$ cat config.mk
export PLATFORM = sky130hd
export DESIGN_NAME = tca_set
export DESIGN_NICKNAME = d
export VERILOG_FILES = /design/src/rtl/tca_pkg.sv /design/src/rtl/tca_match.sv /design/src/rtl/tca_victim.sv /design/src/rtl/tca_set.sv
export SDC_FILE = /design/constraint.sdc
export NUM_CORES = 1
export LEC_CHECK = 0
export BUFFER_PORTS_ARGS = -buffer_cell sky130_fd_sc_hd__clkbuf_2
export CAP_MARGIN = 40
export CORE_ASPECT_RATIO = 0.5
export CORE_UTILIZATION = 60
export DETAILED_ROUTE_END_ITERATION = 10
export GPL_ROUTABILITY_DRIVEN = 0
export PLACE_DENSITY = 0.77
export SYNTH_ARGS = -nofsm -noshare
export SYNTH_HDL_FRONTEND = slang
export SYNTH_SLANG_ARGS = --single-unit
$ cat constraint.sdc
create_clock -name clk -period 12.9 [get_ports clk]
set_input_delay 2.58 -clock clk [delete_from_list [all_inputs] [get_ports clk]]
set_output_delay 2.58 -clock clk [all_outputs]
set_load 0.02 [all_outputs]
$ cat src/rtl/tca_pkg.sv
package tca_pkg;
  typedef logic [1:0] age_t;
  localparam age_t AGE_TOP   = 2'd3;
  localparam age_t AGE_FRESH = 2'd1;
  localparam age_t AGE_LOW   = 2'd0;
endpackage

$ cat src/rtl/tca_match.sv
module tca_match #(
  parameter int NUM_WAYS = 16,
  parameter int TAG_W    = 20,
  localparam int WAY_W   = $clog2(NUM_WAYS)
) (
  input  logic [NUM_WAYS-1:0]            valid,
  input  logic [NUM_WAYS-1:0][TAG_W-1:0] tags,
  input  logic [TAG_W-1:0]               key,
  output logic [NUM_WAYS-1:0]            hit_vec,
  output logic                           hit,
  output logic [WAY_W-1:0]               hit_way
);
  always_comb begin
    for (int i = 0; i < NUM_WAYS; i++) begin
      hit_vec[i] = valid[i] && (tags[i] == key);
    end
  end

  assign hit = |hit_vec;

  // lowest matching way wins
  always_comb begin
    hit_way = '0;
    for (int i = NUM_WAYS-1; i >= 0; i--) begin
      if (hit_vec[i]) hit_way = WAY_W'(i);
    end
  end
endmodule

$ cat src/rtl/tca_victim.sv
module tca_victim #(
  parameter int NUM_WAYS = 16,
  localparam int WAY_W   = $clog2(NUM_WAYS)
) (
  input  logic [NUM_WAYS-1:0]        valid,
  input  tca_pkg::age_t [NUM_WAYS-1:0] ages,
  output logic                       has_free,
  output logic [WAY_W-1:0]           free_way,
  output tca_pkg::age_t              min_age,
  output logic [WAY_W-1:0]           vic_way
);
  import tca_pkg::*;

  assign has_free = ~&valid;

  always_comb begin
    free_way = '0;
    for (int i = NUM_WAYS-1; i >= 0; i--) begin
      if (!valid[i]) free_way = WAY_W'(i);
    end
  end

  always_comb begin
    min_age = AGE_TOP;
    for (int i = 0; i < NUM_WAYS; i++) begin
      if (valid[i] && ages[i] < min_age) min_age = ages[i];
    end
  end

  always_comb begin
    vic_way = '0;
    for (int i = NUM_WAYS-1; i >= 0; i--) begin
      if (valid[i] && ages[i] == min_age) vic_way = WAY_W'(i);
    end
  end
endmodule

$ cat src/rtl/tca_set.sv
module tca_set #(
  parameter int NUM_WAYS = 16,
  parameter int TAG_W    = 20,
  localparam int WAY_W   = $clog2(NUM_WAYS)
) (
  input  logic             clk,
  input  logic             rst,
  input  logic             lk_valid,
  input  logic [TAG_W-1:0] lk_tag,
  output logic             lk_hit,
  output logic [WAY_W-1:0] lk_way,
  output logic             lk_tc,
  input  logic             fill_valid,
  input  logic [TAG_W-1:0] fill_tag,
  input  logic             fill_tc,
  input  logic             fill_age0,
  output logic [WAY_W-1:0] fill_way,
  output logic             evict_valid,
  output logic [TAG_W-1:0] evict_tag,
  output logic             evict_tc
);
  import tca_pkg::*;

  logic [NUM_WAYS-1:0]            valid_q;
  logic [NUM_WAYS-1:0][TAG_W-1:0] tag_q;
  logic [NUM_WAYS-1:0]            tc_q;
  age_t [NUM_WAYS-1:0]            age_q;

  logic [NUM_WAYS-1:0] hit_vec;
  logic                hit_any;
  logic [WAY_W-1:0]    hit_way;
  logic [NUM_WAYS-1:0] valid_mid;
  logic                free_any;
  logic [WAY_W-1:0]    free_way;
  logic [WAY_W-1:0]    vic_way;
  age_t                min_age;
  logic [WAY_W-1:0]    tgt_way;
  age_t                ins_age;

  tca_match #(.NUM_WAYS(NUM_WAYS), .TAG_W(TAG_W)) u_match (
    .valid   (valid_q),
    .tags    (tag_q),
    .key     (lk_tag),
    .hit_vec (hit_vec),
    .hit     (hit_any),
    .hit_way (hit_way)
  );

  assign lk_hit = lk_valid && hit_any;
  assign lk_way = hit_way;
  assign lk_tc  = tc_q[hit_way];

  // lookup acts before fill: the hit way is already free for the fill
  assign valid_mid = lk_hit ? (valid_q & ~hit_vec) : valid_q;

  tca_victim #(.NUM_WAYS(NUM_WAYS)) u_victim (
    .valid    (valid_mid),
    .ages     (age_q),
    .has_free (free_any),
    .free_way (free_way),
    .min_age  (min_age),
    .vic_way  (vic_way)
  );

  assign tgt_way = free_any ? free_way : vic_way;
  assign ins_age = fill_tc ? AGE_TOP : (fill_age0 ? AGE_LOW : AGE_FRESH);

  function automatic age_t sat_add(input age_t a, input age_t b);
    logic [2:0] s;
    s = {1'b0, a} + {1'b0, b};
    return (s > 3'd3) ? AGE_TOP : s[1:0];
  endfunction

  always_ff @(posedge clk) begin
    if (rst) begin
      valid_q     <= '0;
      tag_q       <= '0;
      tc_q        <= '0;
      age_q       <= '0;
      fill_way    <= '0;
      evict_valid <= 1'b0;
      evict_tag   <= '0;
      evict_tc    <= 1'b0;
    end else begin
      valid_q     <= valid_mid;
      evict_valid <= 1'b0;
      if (fill_valid) begin
        if (!free_any) begin
          for (int i = 0; i < NUM_WAYS; i++) begin
            if (WAY_W'(i) != vic_way) age_q[i] <= sat_add(age_q[i], min_age);
          end
        end
        valid_q[tgt_way] <= 1'b1;
        tag_q[tgt_way]   <= fill_tag;
        tc_q[tgt_way]    <= fill_tc;
        age_q[tgt_way]   <= ins_age;
        fill_way         <= tgt_way;
        evict_valid      <= !free_any;
        evict_tag        <= tag_q[vic_way];
        evict_tc         <= tc_q[vic_way];
      end
    end
  end

  AST_HIT_DROPS: assert property (@(posedge clk) disable iff (rst)
    (lk_hit && !fill_valid) |=> !valid_q[$past(lk_way)]);

  AST_FREE_NO_EVICT: assert property (@(posedge clk) disable iff (rst)
    (fill_valid && free_any) |=> !evict_valid);

  AST_TRIP_AGE: assert property (@(posedge clk) disable iff (rst)
    (fill_valid && fill_tc) |=> (valid_q[fill_way] && age_q[fill_way] == AGE_TOP));

  AST_FRESH_AGE: assert property (@(posedge clk) disable iff (rst)
    (fill_valid && !fill_tc) |=> (age_q[fill_way] == ($past(fill_age0) ? AGE_LOW : AGE_FRESH)));

  for (genvar g = 0; g < NUM_WAYS; g++) begin : g_chk
    AST_VICTIM_MIN: assert property (@(posedge clk) disable iff (rst)
      (fill_valid && !free_any) |-> (age_q[vic_way] <= age_q[g]));

    AST_AGE_SHIFT: assert property (@(posedge clk) disable iff (rst)
      (fill_valid && !free_any && vic_way != WAY_W'(g)) |=>
      (age_q[g] >= $past(age_q[g]) &&
       (age_q[g] == AGE_TOP || (age_q[g] - $past(age_q[g])) == $past(min_age))));
  end
endmodule

### After elaboration in Yosys (flattened, before gate mapping)

Cells that the tools add are included.

* bits in latches: 0
* bits in registers: 410
* memories kept: 0
* bits in writable memories: 0
* input port bits: 46
* memory bits (read-only): 0
* word-level logic and storage cells: 314

* $lt $le $gt $ge: 36
* bitwise logic cells: 4
* muxes and demuxes: 119
* $add $sub $neg: 16
* divide/modulo/power cells: 0
* equal/unequal tests: 47
* $mul: 0
* shift-type cells: 0
* reductions and logical operators: 54

Operator list (count)
* bitwise mux 320 bit: 1
* equality test 20 bit: 16
* 2-to-1 mux 4 bit: 49
* 2-to-1 mux 2 bit: 50
* 2-to-1 mux 32 bit: 3
* binary-select mux 20 bit (select 4 bit): 1
* demux 20 bit (select 4 bit): 1
* logical AND 1 bit: 50
* adder 2 x 2 -> 3 bit: 16
* > comparator 3 x 2 -> 1 bit, second input constant: 16
* 2-to-1 mux 20 bit: 2
* bitwise mux 32 bit: 1
* equality test 2 bit: 16
* 2-to-1 mux 16 bit: 2
* != test 4 bit, first input constant: 8
* less-than comparator 2 bit: 15
* AND 16 bit: 1
* bitwise mux 16 bit: 1
* != test 3 x 4 -> 1 bit, first input constant: 4
* NOT 16 bit: 1
* OR 16 bit: 1
* AND reduction 16 bit: 1
* OR reduction 16 bit: 1
* less-than comparator 4 x 5 -> 1 bit, second input constant: 3
* other kinds (11): 16

### Logic depth before layout (Yosys ltp)

* word-level depth: 77
* depth in mapped cells: 46
* mapped depth without buffers: 39

### Hierarchy

Synthesis repeated with hierarchy kept, for this count alone.

* cell total of the unflattened synthesis: 2835
* area total of the unflattened synthesis: 25401.9 sq um

Modules (own cells, without submodules)
* tca_set: cells each 2042, times used 1, area an instance 19456.2 sq um, seq. area each 8207.9 sq um
* tca_match: cells each 506, times used 1, area an instance 4077.7 sq um, seq. area each 0.0 sq um
* tca_victim: cells each 287, times used 1, area an instance 1868.0 sq um, seq. area each 0.0 sq um

### Least setup slack after synthesis

OpenSTA, ideal clock, no wires.

* path kind: input to register
* start point: input port lk_tag[11]
* end point: register age_q[7] (netlist name)
* arrival time: 11713 ps
* stages on the path: 42
* path buffers: 6
* slack: 1055 ps
* path through: buf_4 > buf_6 > xor2_1 > nor4_1 > nand3_1 > o2bb2ai_2 > or4_4 > nor2_8 > buf_6 > o21ai_0 > clkbuf_1 > o22ai_1 > nor4b_1 > nand3_1 > or2_2 > ha_1 > inv_1 > nor4_1 > (+6 left out) > ha_1 > or3_1 > or2_2 > o41ai_1 > mux2_2 > ha_1 > or2_2 > nor3_1 > o221ai_1 > a2111oi_1 > nor3b_2 > a2bb2oi_2 > o21bai_4 > or4_1 > buf_2 > buf_6 > o22ai_1 > nor3_1

* longest elaborated chain between the ends: 76
* elaborated cells on any way between the ends: 164

Ends and longest elaborated chain
* from (decl): RTL line tca_set.sv:9 `input logic [TAG_W-1:0] lk_tag,`
* equality test 20 bit: RTL line tca_match.sv:15 `hit_vec[i] = valid[i] && (tags[i] == key);`
* logical AND 1 bit: RTL line tca_match.sv:15
* OR reduction 16 bit or NOT 16 bit (tied branches): RTL line tca_match.sv:19, tca_set.sv:54
* logical AND 1 bit or AND 16 bit (tied branches): RTL line tca_set.sv:49, tca_set.sv:54
* 2-to-1 mux 16 bit (*): RTL line tca_set.sv:54 `assign valid_mid = lk_hit ? (valid_q & ~hit_vec) : valid_q;`
* logical AND 1 bit: RTL line tca_victim.sv:26 `if (valid[i] && ages[i] < min_age) min_age = ages[i];`
* 2-to-1 mux 2 bit: RTL line tca_victim.sv:26
* less-than comparator 2 bit: RTL line tca_victim.sv:26
* (+45 left out)
* logical AND 1 bit: RTL line tca_victim.sv:33 `if (valid[i] && ages[i] == min_age) vic_way = WAY_W'(i);`
* 2-to-1 mux 4 bit (16 in series): RTL line tca_victim.sv:33
* 2-to-1 mux 4 bit or != test 2 x 4 -> 1 bit (tied branches): RTL line tca_set.sv:65, tca_set.sv:90
* less-than comparator 4 x 5 -> 1 bit (implied by the code), or another cell as far along: RTL line tca_set.sv:96 `age_q[tgt_way] <= ins_age;`
* logical AND 1 bit (implied by the code) or 2-to-1 mux 32 bit (tied branches): RTL line tca_set.sv:96, tca_set.sv:88
* 2-to-1 mux 2 bit (implied by the code) or 2-to-1 mux 32 bit (tied branches): RTL line tca_set.sv:96, tca_set.sv:87
* demux 2 bit (select 4 bit) or 2-to-1 mux 32 bit (tied branches): RTL line tca_set.sv:96, tca_set.sv:75
* bitwise mux 32 bit (*): RTL line tca_set.sv:96
* to (signal, indexed assignment): RTL line tca_set.sv:90 `if (WAY_W'(i) != vic_way) age_q[i] <= sat_add(age_q[i], min_age);`
* to (signal, indexed assignment): RTL line tca_set.sv:96
* to (decl): RTL line tca_set.sv:27 `age_t [NUM_WAYS-1:0] age_q;`

Mark *: on every way between the ends. The rest lies on a longest branch, timed or not. The select of a mux whose other input is x is not followed.
A chain may end at the register's enable or synchronous reset.

### Worst setup path after layout

* start point: input port lk_tag[7]
* end point: register tag_q[127] (netlist name)

* longest elaborated chain between the ends: 76
* elaborated cells on any way between the ends: 156

Ends and longest elaborated chain
* equality test 20 bit: RTL line tca_match.sv:15
* logical AND 1 bit: RTL line tca_match.sv:15
* OR reduction 16 bit or NOT 16 bit (tied branches): RTL line tca_match.sv:19, tca_set.sv:54
* logical AND 1 bit or AND 16 bit (tied branches): RTL line tca_set.sv:49, tca_set.sv:54
* 2-to-1 mux 16 bit (*): RTL line tca_set.sv:54
* logical AND 1 bit: RTL line tca_victim.sv:26
* 2-to-1 mux 2 bit: RTL line tca_victim.sv:26
* less-than comparator 2 bit: RTL line tca_victim.sv:26
* (+45 left out)
* logical AND 1 bit: RTL line tca_victim.sv:33
* 2-to-1 mux 4 bit (16 in series): RTL line tca_victim.sv:33
* 2-to-1 mux 4 bit (*): RTL line tca_set.sv:65 `assign tgt_way = free_any ? free_way : vic_way;`
* less-than comparator 4 x 5 -> 1 bit (implied by the code) or >= comparator 4 x 1 -> 1 bit (tied branches): RTL line tca_set.sv:94 `tag_q[tgt_way] <= fill_tag;`
* logical AND 1 bit (implied by the code): RTL line tca_set.sv:94
* 2-to-1 mux 20 bit (implied by the code): RTL line tca_set.sv:94
* demux 20 bit (select 4 bit) (*): RTL line tca_set.sv:94
* bitwise mux 320 bit (*): RTL line tca_set.sv:94
* to (signal, indexed assignment): RTL line tca_set.sv:94
* to (decl): RTL line tca_set.sv:25 `logic [NUM_WAYS-1:0][TAG_W-1:0] tag_q;`

Mark *: on every way between the ends. The rest lies on a longest branch, timed or not.

==> flow_summary.toml <==
[timing]
tns_ps = 0
hold_ws_ps = 482.1
tightest_slew_ps = 838.7
finClkSkew_ps = 24.65
max_freq_mhz = 79.82
min_period_ps = 12530
relSlewSlack = 0.4408
setup_viol = 0
hold_viol = 0
slew_viol_final = 0
fin_crit_sh = 0.9712

[die]
row_count = 51
start_util = 0.6167
die_h_um = 144.4
dieArea_um2 = 41390
coreArea_um2 = 39440
die_x_um = 286.7
ios = 78

[setup_path]
critPathMaxFanout = 17
slowest_stage = "a2111oi_1"
arrival_ps = 13020
cp-start-kind = "input pin"
crit_type = "input pin to register"
r2r_start = "tag_q[49]"
path_common_cell = "buf_4"
cp-end-kind = "register"
cp.required_ps = 13400
r2r_setup_slack_ps = 2480
slowest_delay_ps = 540
r2r-end = "tag_q[127]"
r2r_cells = 40

[cts]
post_cts_buffers = 0
postCtsHoldBufs = 0
cts_buffers = 39
clkTransAtPathRegs_ps = 70
cts_max_level = 2
cts_resized = 0
clk_latency_ps = 570
cts_buffer_depth = 3
clockRootBuffer = "clkbuf_16"
cts_tree = "done"
cts_sinks = 410

[worst_hold_path]
min-delay-start = "tag_q[185]"
whs_path_depth = 2
hold-path-endpoint = "tag_q[185]"
min_path_type = "register to register"

[global_routing]
gr-usage-met2 = 0.6129
grt.met3_usage = 0.1544
busiest_layer = "met2"
grtUsageMet1 = 0.5713
grt-ovfl-total = 0
antenna_found_initial = 4
grt_pass1_vias = 21610
grt_pass1_wl_mm = 134.2
grt_max_degree = 123
grt_util_all_layers = 0.4316

[synthesis]
synth_area_um2 = 24320
synthCells = 2865
synth_top_family_by_area = "simple AND/OR/NAND/NOR gates"
synth-xor-area-share = 0.1152
yosysWarnings = 0
ys.flop_type = "dfxtp_1"
synth_top_area_frac = 0.3375
synth_edf_count = 0
syn_nets = 2962
async_flop_share = 0
synthMuxAreaShare = 0.1532
synth_compound_area_frac = 0.1218
synth_cell_types = 87
synthSimpleGateAreaFrac = 0.1911
syn_area_per_cell_um2 = 8.489
synth_top_area_cell = "dfxtp_1"
synthAdderAreaFrac = 0.03118
seq_area_frac_synth = 0.3375
synth-seq-cells = 410
synth_area_leaders = "dfxtp_1, mux2i_1, xnor2_1, nor2_1, nand2_1"

[power_and_ir_drop]
p_sw_uw = 817.6
seqPwrFrac = 0.440
p_int_uw = 2133
pwr-share-comb = 0.127
p_leak_uw = 0.01089
ir_worst_vdd_mv = 0.08914
switching_share = 0.2771
clock_power_share = 0.433
power.density_nw_per_um2 = 106.9

[drt]
viasPerCell = 6.738
wl_mm = 91.67
drt_iter0_drc = 3889
firstDrtPassIters = 8
vias = 23720
wire_per_inst_um = 26.04
postRouteAntennaNets = 0
drc = 0

[finish]
syn2layout_area_growth_pct = 13.49
nets = 3055
most-common-layout-cells = "dfxtp_1, mux2i_1, nor2_1, nand2_1, xnor2_1"
final_common_cell = "dfxtp_1"
drive_gt1_frac = 0.1326
fillers = 3058
finish.instance_area_um2 = 27600

[place]
io_buffers = 77
postPlaceCellArea_um2 = 26160
place_hpwl_mm = 65.35

[job]
max_cap_viol_count = 0

[run_status]
status = "finished, final reports clean"
-- flip-flops by register name, summed over array words and instances, names as in the netlist --
signal	flops
valid_q	16
evict_tc	1
tag_q	320
tc_q	16
evict_tag	20
evict_valid	1
age_q	32
fill_way	4
-- kinds of logic (layout without fill, tap and decap cells) --
| logic type | count (synthesis) | in the layout |
|---|---|---|
| simple gates | 1025 | 1025 |
| flops | 410 | 410 |
| fa+ha+maj | 51 | 51 |
| mux | 372 | 372 |
| buf+inv | 239 | 360 |
| xor+xnor | 320 | 320 |
| compound gates | 448 | 448 |
| other cells | 0 | 4 |
-- power groups by stage --
stage	sequential [µW]	combinational (µW)	clock, µW
floorplan	1330	229	0
global placement	1330	348	0
detailed placement	1330	355	0
CTS	1300	358	1270
global route	1300	390	1320
finish	1300	374	1280
-- worst max-delay path by stage --
stage	from	endpoint	slack (ps)	cells after the start
after floorplan	lk_tag[11]	age_q[7]	1060	42
after global placement	lk_tag[7]	evict_tag[5]	110	41
after detailed placement	lk_tag[7]	tag_q[74]	-180	40
after CTS	lk_tag[7]	tag_q[74]	380	40
after global routing	lk_tag[7]	evict_tag[5]	-90	42
final	lk_tag[7]	tag_q[127]	370	42
-- Yosys cell counts (all sizes together), types with 4 or more instances --
cell / n
buf: 92
nand2: 346
xor2: 12
nor4b: 4
nor2: 374
o311ai: 5
nor3: 56
o22ai: 41
a21o: 9
fa: 16
and3: 10
nor4: 36
a22oi: 5
a31oi: 7
mux2i: 371
nand2b: 16
and2: 14
nand3b: 5
o32ai: 10
o211ai: 12
o31ai: 10
nand4: 79
o21ai: 41
o21a: 5
a32o: 8
clkbuf: 119
inv: 28
a21boi: 5
o31a: 4
dfxtp: 410
a21oi: 178
or2: 12
o21bai: 6
nand3: 34
xnor2: 308
nor2b: 6
or3: 14
nor3b: 6
a211oi: 34
ha: 35
a2111oi: 11
or4: 11
o221ai: 20
o32a: 5
a311oi: 4
-- routing by layer --
layer | vias up | wire length (µm)
met5 | - | 0
met1 | 11110 | 34850
met4 | 0 | 5754
met3 | 404 | 14650
met2 | 2004 | 36420
li1 | 10200 | -
-- area by class of cell --
cell class | instances | area (µm²) | share of cell area
multi-input cells | 2216 | 15020 | 0.5440
clock buffers | 42 | 1017 | 0.03685
clock inverters | 27 | 364.1 | 0.01319
inverters | 28 | 105.1 | 0.003808
diodes | 4 | 10.01 | 0.0003626
well taps | 530 | 663.1 | 0.02402
repair buffers | 263 | 2220 | 0.08041
flip-flops and latches | 410 | 8208 | 0.2974
-- stage by stage --
step / std cells / setup WS, ps / utilization / total power [µW]
global placement: 3444 / 109.1 / 0.6615 / 1673
CTS: 3516 / 375.9 / 0.6984 / 2924
detailed placement: 3447 / -178.4 / 0.6634 / 1681
floorplan: 2865 / 1055 / - / 1555
global route: 3520 / -92.86 / 0.6999 / 3013
finish: 3520 / 372.1 / 0.6999 / 2950
-- worst max-delay path, delay by kind of cell --
| kind | cells | cell delay (ps) |
|---|---|---|
| mux | 2 | 700 |
| simple gates | 17 | 4250 |
| xor+xnor | 1 | 320 |
| compound gates | 10 | 2470 |
| fa+ha+maj | 4 | 990 |
| buf+inv | 8 | 1640 |
Note: power is estimated with default switching activity, not from simulation.
